<file path="src/rtl/lnk_pwr_pkg.sv">
package lnk_pwr_pkg;

    typedef enum logic [1:0] {
        PM_NORMAL = 2'b00,
        PM_EDET   = 2'b01,
        PM_SOFTPD = 2'b10,
        PM_PSAVE  = 2'b11
    } pm_mode_e;

    typedef enum logic {
        ED_AWAKE  = 1'b0,
        ED_ASLEEP = 1'b1
    } ed_state_e;

    typedef struct packed {
        logic pll;
        logic phy;
        logic mac;
        logic host;
        logic rx_aux;
        logic edet;
    } pm_en_s;

    localparam pm_en_s EN_NONE = '{pll: 1'b0, phy: 1'b0, mac: 1'b0, host: 1'b0, rx_aux: 1'b0, edet: 1'b0};

    function automatic pm_en_s pm_decode(pm_mode_e m, ed_state_e s);
        pm_en_s e;
        e = EN_NONE;
        case (m)
            PM_NORMAL: begin
                e.pll = 1'b1; e.phy = 1'b1; e.mac = 1'b1; e.host = 1'b1; e.rx_aux = 1'b1;
            end
            PM_EDET: begin
                e.edet = 1'b1;
                if (s == ED_AWAKE) begin
                    e.pll = 1'b1; e.phy = 1'b1; e.mac = 1'b1; e.host = 1'b1; e.rx_aux = 1'b1;
                end
            end
            PM_SOFTPD: begin
                e.host = 1'b1;
            end
            PM_PSAVE: begin
                e.pll = 1'b1; e.phy = 1'b1; e.mac = 1'b1; e.host = 1'b1;
            end
            default: e = EN_NONE;
        endcase
        return e;
    endfunction

endpackage

</file>
<file path="src/rtl/lnk_pwr_regs.sv">
module lnk_pwr_regs
    import lnk_pwr_pkg::*;
#(
    parameter int unsigned SLEEP_W = 8,
    parameter logic [SLEEP_W-1:0] SLEEP_RST = '0
) (
    input  logic               clk,
    input  logic               rst_i,
    input  logic               mode_wr,
    input  logic [1:0]         mode_wdata,
    input  logic               sleep_wr,
    input  logic [SLEEP_W-1:0] sleep_wdata,
    output pm_mode_e           mode_q,
    output logic [SLEEP_W-1:0] sleep_q
);

    always_ff @(posedge clk) begin
        if (rst_i) begin
            mode_q  <= PM_NORMAL;
            sleep_q <= SLEEP_RST;
        end else begin
            if (mode_wr)  mode_q  <= pm_mode_e'(mode_wdata);
            if (sleep_wr) sleep_q <= sleep_wdata;
        end
    end


    mode_write_chk: assert property (@(posedge clk) disable iff (rst_i)
        mode_wr |=> (mode_q == pm_mode_e'($past(mode_wdata))));


    sleep_write_chk: assert property (@(posedge clk) disable iff (rst_i)
        sleep_wr |=> (sleep_q == $past(sleep_wdata)));

endmodule

</file>
<file path="src/rtl/lnk_pwr_tick.sv">
module lnk_pwr_tick #(
    parameter int unsigned DIV = 200000
) (
    input  logic clk,
    input  logic rst_i,
    input  logic run,
    output logic tick
);

    localparam int unsigned CW = (DIV > 1) ? $clog2(DIV) : 1;
    localparam logic [CW-1:0] LAST = CW'(DIV - 1);

    logic [CW-1:0] cnt;

    always_ff @(posedge clk) begin
        if (rst_i || !run) begin
            cnt <= '0;
        end else if (cnt == LAST) begin
            cnt <= '0;
        end else begin
            cnt <= cnt + 1'b1;
        end
    end

    assign tick = run && (cnt == LAST);

    generate
        if (DIV > 1) begin : g_spacing

            tick_spacing_chk: assert property (@(posedge clk) disable iff (rst_i)
                tick |=> !tick);
        end
    endgenerate

endmodule

</file>
<file path="src/rtl/lnk_pwr_edfsm.sv">
module lnk_pwr_edfsm
    import lnk_pwr_pkg::*;
#(
    parameter int unsigned SLEEP_W = 8
) (
    input  logic               clk,
    input  logic               rst_i,
    input  pm_mode_e           mode_q,
    input  logic               energy,
    input  logic               tick,
    input  logic [SLEEP_W-1:0] sleep_q,
    output ed_state_e          state_q
);

    logic [SLEEP_W-1:0] idle_q;

    always_ff @(posedge clk) begin
        if (rst_i || mode_q != PM_EDET) begin
            state_q <= ED_AWAKE;
            idle_q  <= '0;
        end else begin
            case (state_q)
                ED_AWAKE: begin
                    if (energy) begin
                        idle_q <= '0;
                    end else if (tick) begin
                        if (idle_q >= sleep_q) begin
                            state_q <= ED_ASLEEP;
                            idle_q  <= '0;
                        end else begin
                            idle_q <= idle_q + 1'b1;
                        end
                    end
                end
                ED_ASLEEP: begin
                    idle_q <= '0;
                    if (energy) state_q <= ED_AWAKE;
                end
                default: state_q <= ED_AWAKE;
            endcase
        end
    end


    wake_chk: assert property (@(posedge clk) disable iff (rst_i)
        (state_q == ED_ASLEEP && energy && mode_q == PM_EDET) |=> (state_q == ED_AWAKE));


    sleep_entry_chk: assert property (@(posedge clk) disable iff (rst_i)
        $rose(state_q == ED_ASLEEP) |-> $past(!energy && tick));


    mode_exit_chk: assert property (@(posedge clk) disable iff (rst_i)
        (mode_q != PM_EDET) |=> (state_q == ED_AWAKE));

endmodule

</file>
<file path="src/rtl/lnk_pwr_beacon.sv">
module lnk_pwr_beacon #(
    parameter int unsigned PULSE_TICKS = 1000,
    parameter int unsigned PULSE_W     = 24
) (
    input  logic clk,
    input  logic rst_i,
    input  logic asleep,
    input  logic tick,
    output logic pulse
);

    localparam int unsigned PCW = (PULSE_TICKS > 1) ? $clog2(PULSE_TICKS) : 1;
    localparam int unsigned WCW = $clog2(PULSE_W + 1);
    localparam logic [PCW-1:0] P_LAST = PCW'(PULSE_TICKS - 1);
    localparam logic [WCW-1:0] W_LOAD = WCW'(PULSE_W);

    logic [PCW-1:0] pcnt;
    logic [WCW-1:0] wcnt;
    logic           fire;

    assign fire = tick && (pcnt == P_LAST);

    always_ff @(posedge clk) begin
        if (rst_i || !asleep) begin
            pcnt <= '0;
            wcnt <= '0;
        end else begin
            if (tick) pcnt <= (pcnt == P_LAST) ? '0 : pcnt + 1'b1;
            if (fire) begin
                wcnt <= W_LOAD;
            end else if (wcnt != '0) begin
                wcnt <= wcnt - 1'b1;
            end
        end
    end

    assign pulse = asleep && (wcnt != '0);


    pulse_on_tick_chk: assert property (@(posedge clk) disable iff (rst_i)
        $rose(wcnt != '0) |-> $past(tick));

endmodule

</file>
<file path="src/rtl/lnk_pwr_ctrl.sv">
module lnk_pwr_ctrl
    import lnk_pwr_pkg::*;
#(
    parameter int unsigned NPORT        = 5,
    parameter int unsigned TICK_DIV     = 200000,
    parameter int unsigned SLEEP_W      = 8,
    parameter int unsigned GO_SLEEP_RST = 100,
    parameter int unsigned PULSE_TICKS  = 1000,
    parameter int unsigned PULSE_W      = 24
) (
    input  logic               clk,
    input  logic               rst,
    input  logic               pwr_dn_n,
    input  logic               mode_wr,
    input  logic [1:0]         mode_wdata,
    input  logic               sleep_wr,
    input  logic [SLEEP_W-1:0] sleep_wdata,
    input  logic [NPORT-1:0]   port_pd,
    input  logic               energy_in,
    output logic [1:0]         mode_o,
    output logic               pll_en,
    output logic [NPORT-1:0]   phy_en,
    output logic               mac_en,
    output logic               host_en,
    output logic               rx_aux_en,
    output logic               edet_en,
    output logic               link_pulse
);

    logic               rst_i;
    pm_mode_e           mode_q;
    logic [SLEEP_W-1:0] sleep_q;
    ed_state_e          state_q;
    logic               tick;
    logic               beacon;
    pm_en_s             en;

    assign rst_i = rst || !pwr_dn_n;

    lnk_pwr_regs #(
        .SLEEP_W   (SLEEP_W),
        .SLEEP_RST (SLEEP_W'(GO_SLEEP_RST))
    ) u_regs (
        .clk         (clk),
        .rst_i       (rst_i),
        .mode_wr     (mode_wr),
        .mode_wdata  (mode_wdata),
        .sleep_wr    (sleep_wr),
        .sleep_wdata (sleep_wdata),
        .mode_q      (mode_q),
        .sleep_q     (sleep_q)
    );

    lnk_pwr_tick #(
        .DIV (TICK_DIV)
    ) u_tick (
        .clk   (clk),
        .rst_i (rst_i),
        .run   (mode_q == PM_EDET && !energy_in),
        .tick  (tick)
    );

    lnk_pwr_edfsm #(
        .SLEEP_W (SLEEP_W)
    ) u_fsm (
        .clk     (clk),
        .rst_i   (rst_i),
        .mode_q  (mode_q),
        .energy  (energy_in),
        .tick    (tick),
        .sleep_q (sleep_q),
        .state_q (state_q)
    );

    lnk_pwr_beacon #(
        .PULSE_TICKS (PULSE_TICKS),
        .PULSE_W     (PULSE_W)
    ) u_beacon (
        .clk    (clk),
        .rst_i  (rst_i),
        .asleep (mode_q == PM_EDET && state_q == ED_ASLEEP),
        .tick   (tick),
        .pulse  (beacon)
    );

    always_comb begin
        en = EN_NONE;
        if (pwr_dn_n) en = pm_decode(mode_q, state_q);
    end

    assign mode_o     = mode_q;
    assign pll_en     = en.pll;
    assign mac_en     = en.mac;
    assign host_en    = en.host;
    assign rx_aux_en  = en.rx_aux;
    assign edet_en    = en.edet;
    assign link_pulse = beacon && pwr_dn_n;

    generate
        for (genvar i = 0; i < NPORT; i++) begin : g_port
            assign phy_en[i] = en.phy && !port_pd[i];


            port_mask_chk: assert property (@(posedge clk) disable iff (rst)
                port_pd[i] |-> !phy_en[i]);
        end
    endgenerate


    hw_off_chk: assert property (@(posedge clk) disable iff (rst)
        !pwr_dn_n |-> !(pll_en || mac_en || host_en || rx_aux_en || edet_en || link_pulse) && (phy_en == '0));


    release_state_chk: assert property (@(posedge clk) disable iff (rst)
        $rose(pwr_dn_n) |-> (mode_o == 2'b00));


    sleep_enables_chk: assert property (@(posedge clk) disable iff (rst_i)
        link_pulse |-> (edet_en && !pll_en && !mac_en && !host_en && (phy_en == '0)));

endmodule

</file>
<file path="config.mk">
export PLATFORM = sky130hd
export DESIGN_NAME = lnk_pwr_ctrl
export DESIGN_NICKNAME = d
export VERILOG_FILES = /design/src/rtl/lnk_pwr_pkg.sv /design/src/rtl/lnk_pwr_regs.sv /design/src/rtl/lnk_pwr_tick.sv /design/src/rtl/lnk_pwr_edfsm.sv /design/src/rtl/lnk_pwr_beacon.sv /design/src/rtl/lnk_pwr_ctrl.sv
export SDC_FILE = /design/constraint.sdc
export NUM_CORES = 1
export LEC_CHECK = 0
export ABC_AREA = 0
export BUFFER_PORTS_ARGS = -buffer_cell sky130_fd_sc_hd__buf_4
export CAP_MARGIN = 20
export CORE_MARGIN = 3
export CORE_UTILIZATION = 35
export CTS_CLUSTER_SIZE = 8
export DETAILED_ROUTE_END_ITERATION = 12
export HOLD_SLACK_MARGIN = 0.08
export PLACE_DENSITY_LB_ADDON = 0.3
export RECOVER_POWER = 100
export SYNTH_ARGS = -nofsm -noshare
export SYNTH_HDL_FRONTEND = slang
export SYNTH_SLANG_ARGS = --single-unit
</file>
<file path="constraint.sdc">
create_clock -name clk -period 3.3 [get_ports clk]
set_clock_uncertainty 0.05 [all_clocks]
set_input_delay 0.99 -clock clk [delete_from_list [all_inputs] [get_ports clk]]
set_output_delay 0.99 -clock clk [all_outputs]
set_load 0.05 [all_outputs]
</file>
* Yosys cells after proc, flatten, opt, wreduce, memory -nomap -nowiden
Index checks and enable logic that the tools add are counted.
** Operators by class
- Add/sub/neg operators :: 4
- Magnitude comparators :: 1
- Equality and inequality tests :: 7
- Muxes and demuxes :: 18
- Bitwise gates (word level) :: 1
- Reductions and logical operators :: 31
** Operators by type and width (count)
- 8-bit 2-to-1 mux :: 3
- 18-bit by 1-bit adder with 18-bit output, second input constant :: 1
- 18-bit == test, second input constant :: 1
- 8-bit one-hot mux with 2 select lines :: 1
- 5-bit 2-to-1 mux :: 3
- 1-bit logical AND :: 11
- 10-bit by 1-bit adder with 10-bit output, second input constant :: 1
- 10-bit == test, second input constant :: 1
- 10-bit 2-to-1 mux :: 1
- 1-bit logical NOT :: 9
- 8-bit by 1-bit adder with 8-bit output, second input constant :: 1
- 8-bit >= comparator :: 1
- 6-bit 2-to-1 mux :: 1
- 1-bit one-hot mux with 2 select lines :: 3
- 3-bit one-hot mux with 2 select lines :: 1
- 2-bit OR reduction :: 3
- 1-bit 2-to-1 mux :: 5
- 5-bit nonzero test :: 1
- 5-bit by 1-bit subtractor with 5-bit output, second input constant :: 1
- 2-bit == test, second input constant :: 2
- 1-bit logical OR :: 4
- 3-bit by 2-bit != test with 1-bit output, second input constant :: 1
- 3-bit OR reduction :: 1
- 2-bit by 1-bit == test with 1-bit output, second input constant :: 1
- 4 further kinds :: 4
** Word-level totals
- Bits in registers :: 52
- Output and inout port bits :: 13
- Word-level logic and storage cells :: 70

* Logic depth before layout (Yosys ltp)
- Depth after elaboration :: 6
- Depth in mapped cells :: 10
- Mapped depth without buffers :: 8

* By module
A second synthesis with hierarchy kept.
** Unflattened totals
- Cell total of the unflattened synthesis :: 303
- Area total of the unflattened synthesis :: 2687.6 µm²
** By module, submodules not included
- lnk_pwr_tick :: instances 1, cells an instance 97, area each 845.8 µm², sequential area each 360.3 µm²
- lnk_pwr_beacon :: instances 1, cells an instance 84, area each 721.9 µm², sequential area each 300.3 µm²
- lnk_pwr_edfsm :: instances 1, cells an instance 68, area each 585.6 µm², sequential area each 180.2 µm²
- lnk_pwr_regs :: instances 1, cells an instance 32, area each 364.1 µm², sequential area each 200.2 µm²
- lnk_pwr_ctrl :: instances 1, cells an instance 22, area each 170.2 µm², sequential area each 0.0 µm²

* Worst setup path before layout
No wires, ideal clock.
- Path type :: reg2out
- Start point :: register u_regs.mode_q[1]
- End point :: output pll_en
- Arrival time :: 2.161 ns
- Data required time :: 2.260 ns
- Path slack :: 0.099 ns
- Cell stages (with the launch flop) :: 7
- Cells stage by stage :: dfxtp_1 -> inv_1 -> ha_1 -> nor2b_1 -> o21ai_0 -> inv_1 -> buf_4
** Between the ends
- Word-level cells in the longest chain between the ends :: 4
- Elaborated cells between the ends (all ways) :: 6
- Classes of those cells :: eq/ne (2); mux (2); reduce/logical (2)
** RTL lines
- start: declaration :: line lnk_pwr_regs.sv:13 : output pm_mode_e mode_q,
- start signal: assignment :: line lnk_pwr_regs.sv:22 : if (mode_wr) mode_q <= pm_mode_e'(mode_wdata);
- 2-bit == test / 2-bit logical NOT (equally long branches) :: line lnk_pwr_pkg.sv:29 : case (m)
- 2-bit OR reduction (no source line)
- 3-bit one-hot mux with 2 select lines (*) :: line lnk_pwr_pkg.sv:29
- 6-bit 2-to-1 mux (*) :: line lnk_pwr_ctrl.sv:88 : if (pwr_dn_n) en = pm_decode(mode_q, state_q);
- end: declaration :: line lnk_pwr_ctrl.sv:21 : output logic pll_en,
Every way passes the cells marked *; elsewhere a longest branch is shown, timed or not.

* Worst setup path in the final report
- Start point :: input pwr_dn_n
- End point :: output phy_en[1]
** Between the ends
- Word-level cells in the longest chain between the ends :: 2
** RTL lines
- start: declaration :: line lnk_pwr_ctrl.sv:13 : input logic pwr_dn_n,
- 6-bit 2-to-1 mux :: line lnk_pwr_ctrl.sv:88
- 1-bit logical AND :: line lnk_pwr_ctrl.sv:101 : assign phy_en[i] = en.phy && !port_pd[i];
- end: declaration :: line lnk_pwr_ctrl.sv:22 : output logic [NPORT-1:0] phy_en,
Every way passes these cells.

==> out/metrics.yaml <==
outcome: "finished clean"
gr-usage-met2_pct: 20.76
htreeDepth: 2
clkTransAtPathRegs_ns: 0.09
die-area_mm2: 0.008632
crit_arrival_ns: 1.99
cts_tree: "done"
num_vias: 2151
place_ws_ns: 0.4467
synth-simple-area-share_pct: 29.01
async_flop_share_pct: 0
finalMaxSlewViolations: 0
p_comb_share_pct: 7.3
min_period_ns: 3.032
io_pins: 34
place_congestion: 0.7638
firstDrtPassIters: 4
crit_path_end: "phy_en[1]"
fin_area_mm2: 0.003053
timing.rr.start: "u_tick.cnt[6]$_SDFF_PP0_"
path_depth: 5
fillers: 754
synth-seq-area-share_pct: 39.38
drc: 0
min_period_over_period_pct: 91.87
dpl.hpwl_um: 3871
cts-root-buf: "clkbuf_8"
wl_per_cell_um: 11.39
placementRows: 31
die_h_um: 92.91
yosys.area_share.adder_pct: 7.572
rsz0062_at_grt: "no"
fp.dieW_um: 92.91
synth-seq-cells: 52
vias_per_cell: 4.801
crit_chain: "clkbuf_1 > nor2b_1 > o21ai_0 > nor2_1 > clkbuf_2"
r2r_slack_ns: 0.89
utilization_pct: 41.87
hold_viol_final: 0
io_buffers: 33
setup_violations: 0
path_delay_family: "buffers and inverters"
crit_fanout: 6
start_util_pct: 36.26
muxShareOfSynthArea_pct: 2.650
worst_pin_slew_ns: 0.6528
core_area_mm2: 0.007292
cts_max_path_buffers: 2
drtIter0Drc: 121
hold_path_class: "flip-flop to flip-flop"
synth_compound_area_share_pct: 9.039
synthesis.nets: 354
cts_setup_buffers: 0
fmax_mhz: 329.8
cp_slowest_stage_delay_ns: 0.29
drive_gt1_share_pct: 12.61
syn_inst: 317
cts_resized: 0
synth-xor-area-share_pct: 7.951
synthTopCellsByArea: "dfxtp_1, ha_1, nor2_1, nand2_1, xnor2_1"
grt_pass1_vias: 1947
p_sw_mw: 0.2670
power.share.sequential_pct: 52.9
synth_ff_type: "dfxtp_1"
reg2reg_to: "u_fsm.idle_q[4]$_SDFFE_PP0P_"
relSlewSlack_pct: 56.67
postCtsHoldBufs: 0
critical_path_class: "input pin to primary output"
p_leak_nw: 1.111
powerDensity_mw_per_mm2: 392.2
syn_to_final_growth_pct: 15.48
start_kind: "input pin"
grt_max_degree: 19
place_area_mm2: 0.002978
grt_pass1_wl_um: 8687
synth_cell_types: 42
gr-max-usage-layer: "met2"
yosysWarnings: 0
finalWorstSetupSlack_ns: 0.2683
synth_top_cell_by_area: "dfxtp_1"
antenna_cells: 0
gr-total-overflow: 0
netlist.area_leader.share_pct: 39.38
maxCapViolations: 0
path_buf_inv: 2
routed_wl_um: 5103
antenna_found_initial: 0
startpoint: "pwr_dn_n"
min_path_cells: 1
critPathRequiredTime_ns: 2.26
end_kind: "primary output"
synth_area_mm2: 0.002644
met1_usage_pct: 14.83
use_met3_pct: 3.737
grt_usage_pct: 12.59
cpMaxStageDelayCell: "clkbuf_2"
clock_latency_ns: 0.31
rr_worst_depth: 5
pwr-share-clk_pct: 39.8
synth.avg_cell_area_um2: 8.340
cts_buffers: 5
intPower_mw: 0.9305
synth-edff-count: 0
max-vdd-ir-drop_v: 0.0001731
fin_tns_setup_ns: 0
switching_share_pct: 22.30
nets: 385
synth_top_family_by_area: "simple AND/OR/NAND/NOR gates"
ant_nets: 0
cts.sinks: 52
flip-flops by register name, indices dropped and copies added, names as in the netlist:
name,cells
u_regs.mode_q,2
u_beacon.wcnt,5
u_beacon.pcnt,10
u_tick.cnt,18
u_fsm.state_q,1
u_fsm.idle_q,8
u_regs.sleep_q,8
power groups by stage:
stage	sequential (mW)	combinational, mW	clock [mW]
final	0.634	0.0876	0.476
after global routing	0.634	0.0951	0.516
after CTS	0.634	0.0956	0.496
after detailed placement	0.648	0.0954	0
after global placement	0.648	0.0941	0
after floorplan	0.651	0.0557	0
how the worst min path moves through the flow:
stage	start	slack [ns]	end
2_1_floorplan	u_tick.cnt[0]$_SDFF_PP0_	0.38	u_tick.cnt[0]$_SDFF_PP0_
6_report	u_tick.cnt[0]$_SDFF_PP0_	0.42	u_tick.cnt[0]$_SDFF_PP0_
3_3_place_gp	u_tick.cnt[0]$_SDFF_PP0_	0.39	u_tick.cnt[0]$_SDFF_PP0_
5_1_grt	u_tick.cnt[0]$_SDFF_PP0_	0.46	u_tick.cnt[0]$_SDFF_PP0_
3_5_place_dp	u_tick.cnt[0]$_SDFF_PP0_	0.41	u_tick.cnt[0]$_SDFF_PP0_
4_1_cts	u_tick.cnt[0]$_SDFF_PP0_	0.43	u_tick.cnt[0]$_SDFF_PP0_
synth_stat cells, types with 2 or more instances:
cell       instances
nand2_1           32
nor2_1            48
xor2_1            11
nand3_1           13
mux2i_1            7
nor3_1             6
nor4_1             5
nand4b_1           2
nor3_2             2
ha_1              16
a31oi_1            2
inv_1             17
nand4_1            7
or4_1              6
o211ai_1           4
nor2b_1            4
and3_1             4
clkbuf_1           8
a21oi_1           18
o21ai_0            8
or2_2              4
xnor2_1           13
dfxtp_1           52
or3_1              3
and2_1             4
nand2b_1           3
a2bb2oi_1          3
routing by layer:
metal	wire length (um)	part of all wire, %
met1	2401	47
met2	2427	48
met3	177	3.5
met4	96	1.9
met5	0	0
layout make-up:
| class | instances | area (um2) | share of cell area [%] |
|---|---|---|---|
| Clock inverter | 1 | 30.03 | 0.9836 |
| Sequential cell | 52 | 1041 | 34.10 |
| Multi-Input combinational cell | 237 | 1481 | 48.52 |
| Clock buffer | 7 | 96.34 | 3.156 |
| Inverter | 17 | 63.81 | 2.090 |
| Timing Repair Buffer | 35 | 216.5 | 7.090 |
| Tap cell | 99 | 123.9 | 4.057 |
metrics by stage:
step / hold slack [ns] / power, mW / std cells
after global placement: 0.3943 / 0.7423 / 440
final: 0.4184 / 1.197 / 448
after floorplan: 0.3797 / 0.7063 / 317
after CTS: 0.4282 / 1.225 / 448
after global routing: 0.4614 / 1.245 / 448
after detailed placement: 0.4060 / 0.7438 / 440
cells by family (layout without fill, tap and decap cells):
logic type / after synthesis / count (layout)
AOI/OAI and AO/OA: 40 / 40
muxes: 7 / 7
adders and majority gates: 16 / 16
buffers and inverters: 28 / 60
DFF: 52 / 52
xor gates and xnor gates: 24 / 24
and+or+nand+nor: 150 / 150
cells in the final DEF, fill, tap and decap left out, types with 3 or more instances in the layout:
cell,n
and3_1,4
a21oi_1,18
clkbuf_1,7
nor2_1,48
nor2b_1,4
xnor2_1,13
nand3_1,13
ha_1,16
nor4_1,5
clkbuf_8,7
buf_4,19
nand4_1,7
and2_1,3
o211ai_1,4
xor2_1,11
or4_1,6
mux2i_1,7
clkbuf_2,7
dfxtp_1,52
o21ai_0,8
or2_2,3
or3_1,3
nand2_1,32
nor3_1,7
nand2b_1,3
inv_1,17
a2bb2oi_1,3
Note: power is estimated with default switching activity, not from simulation.
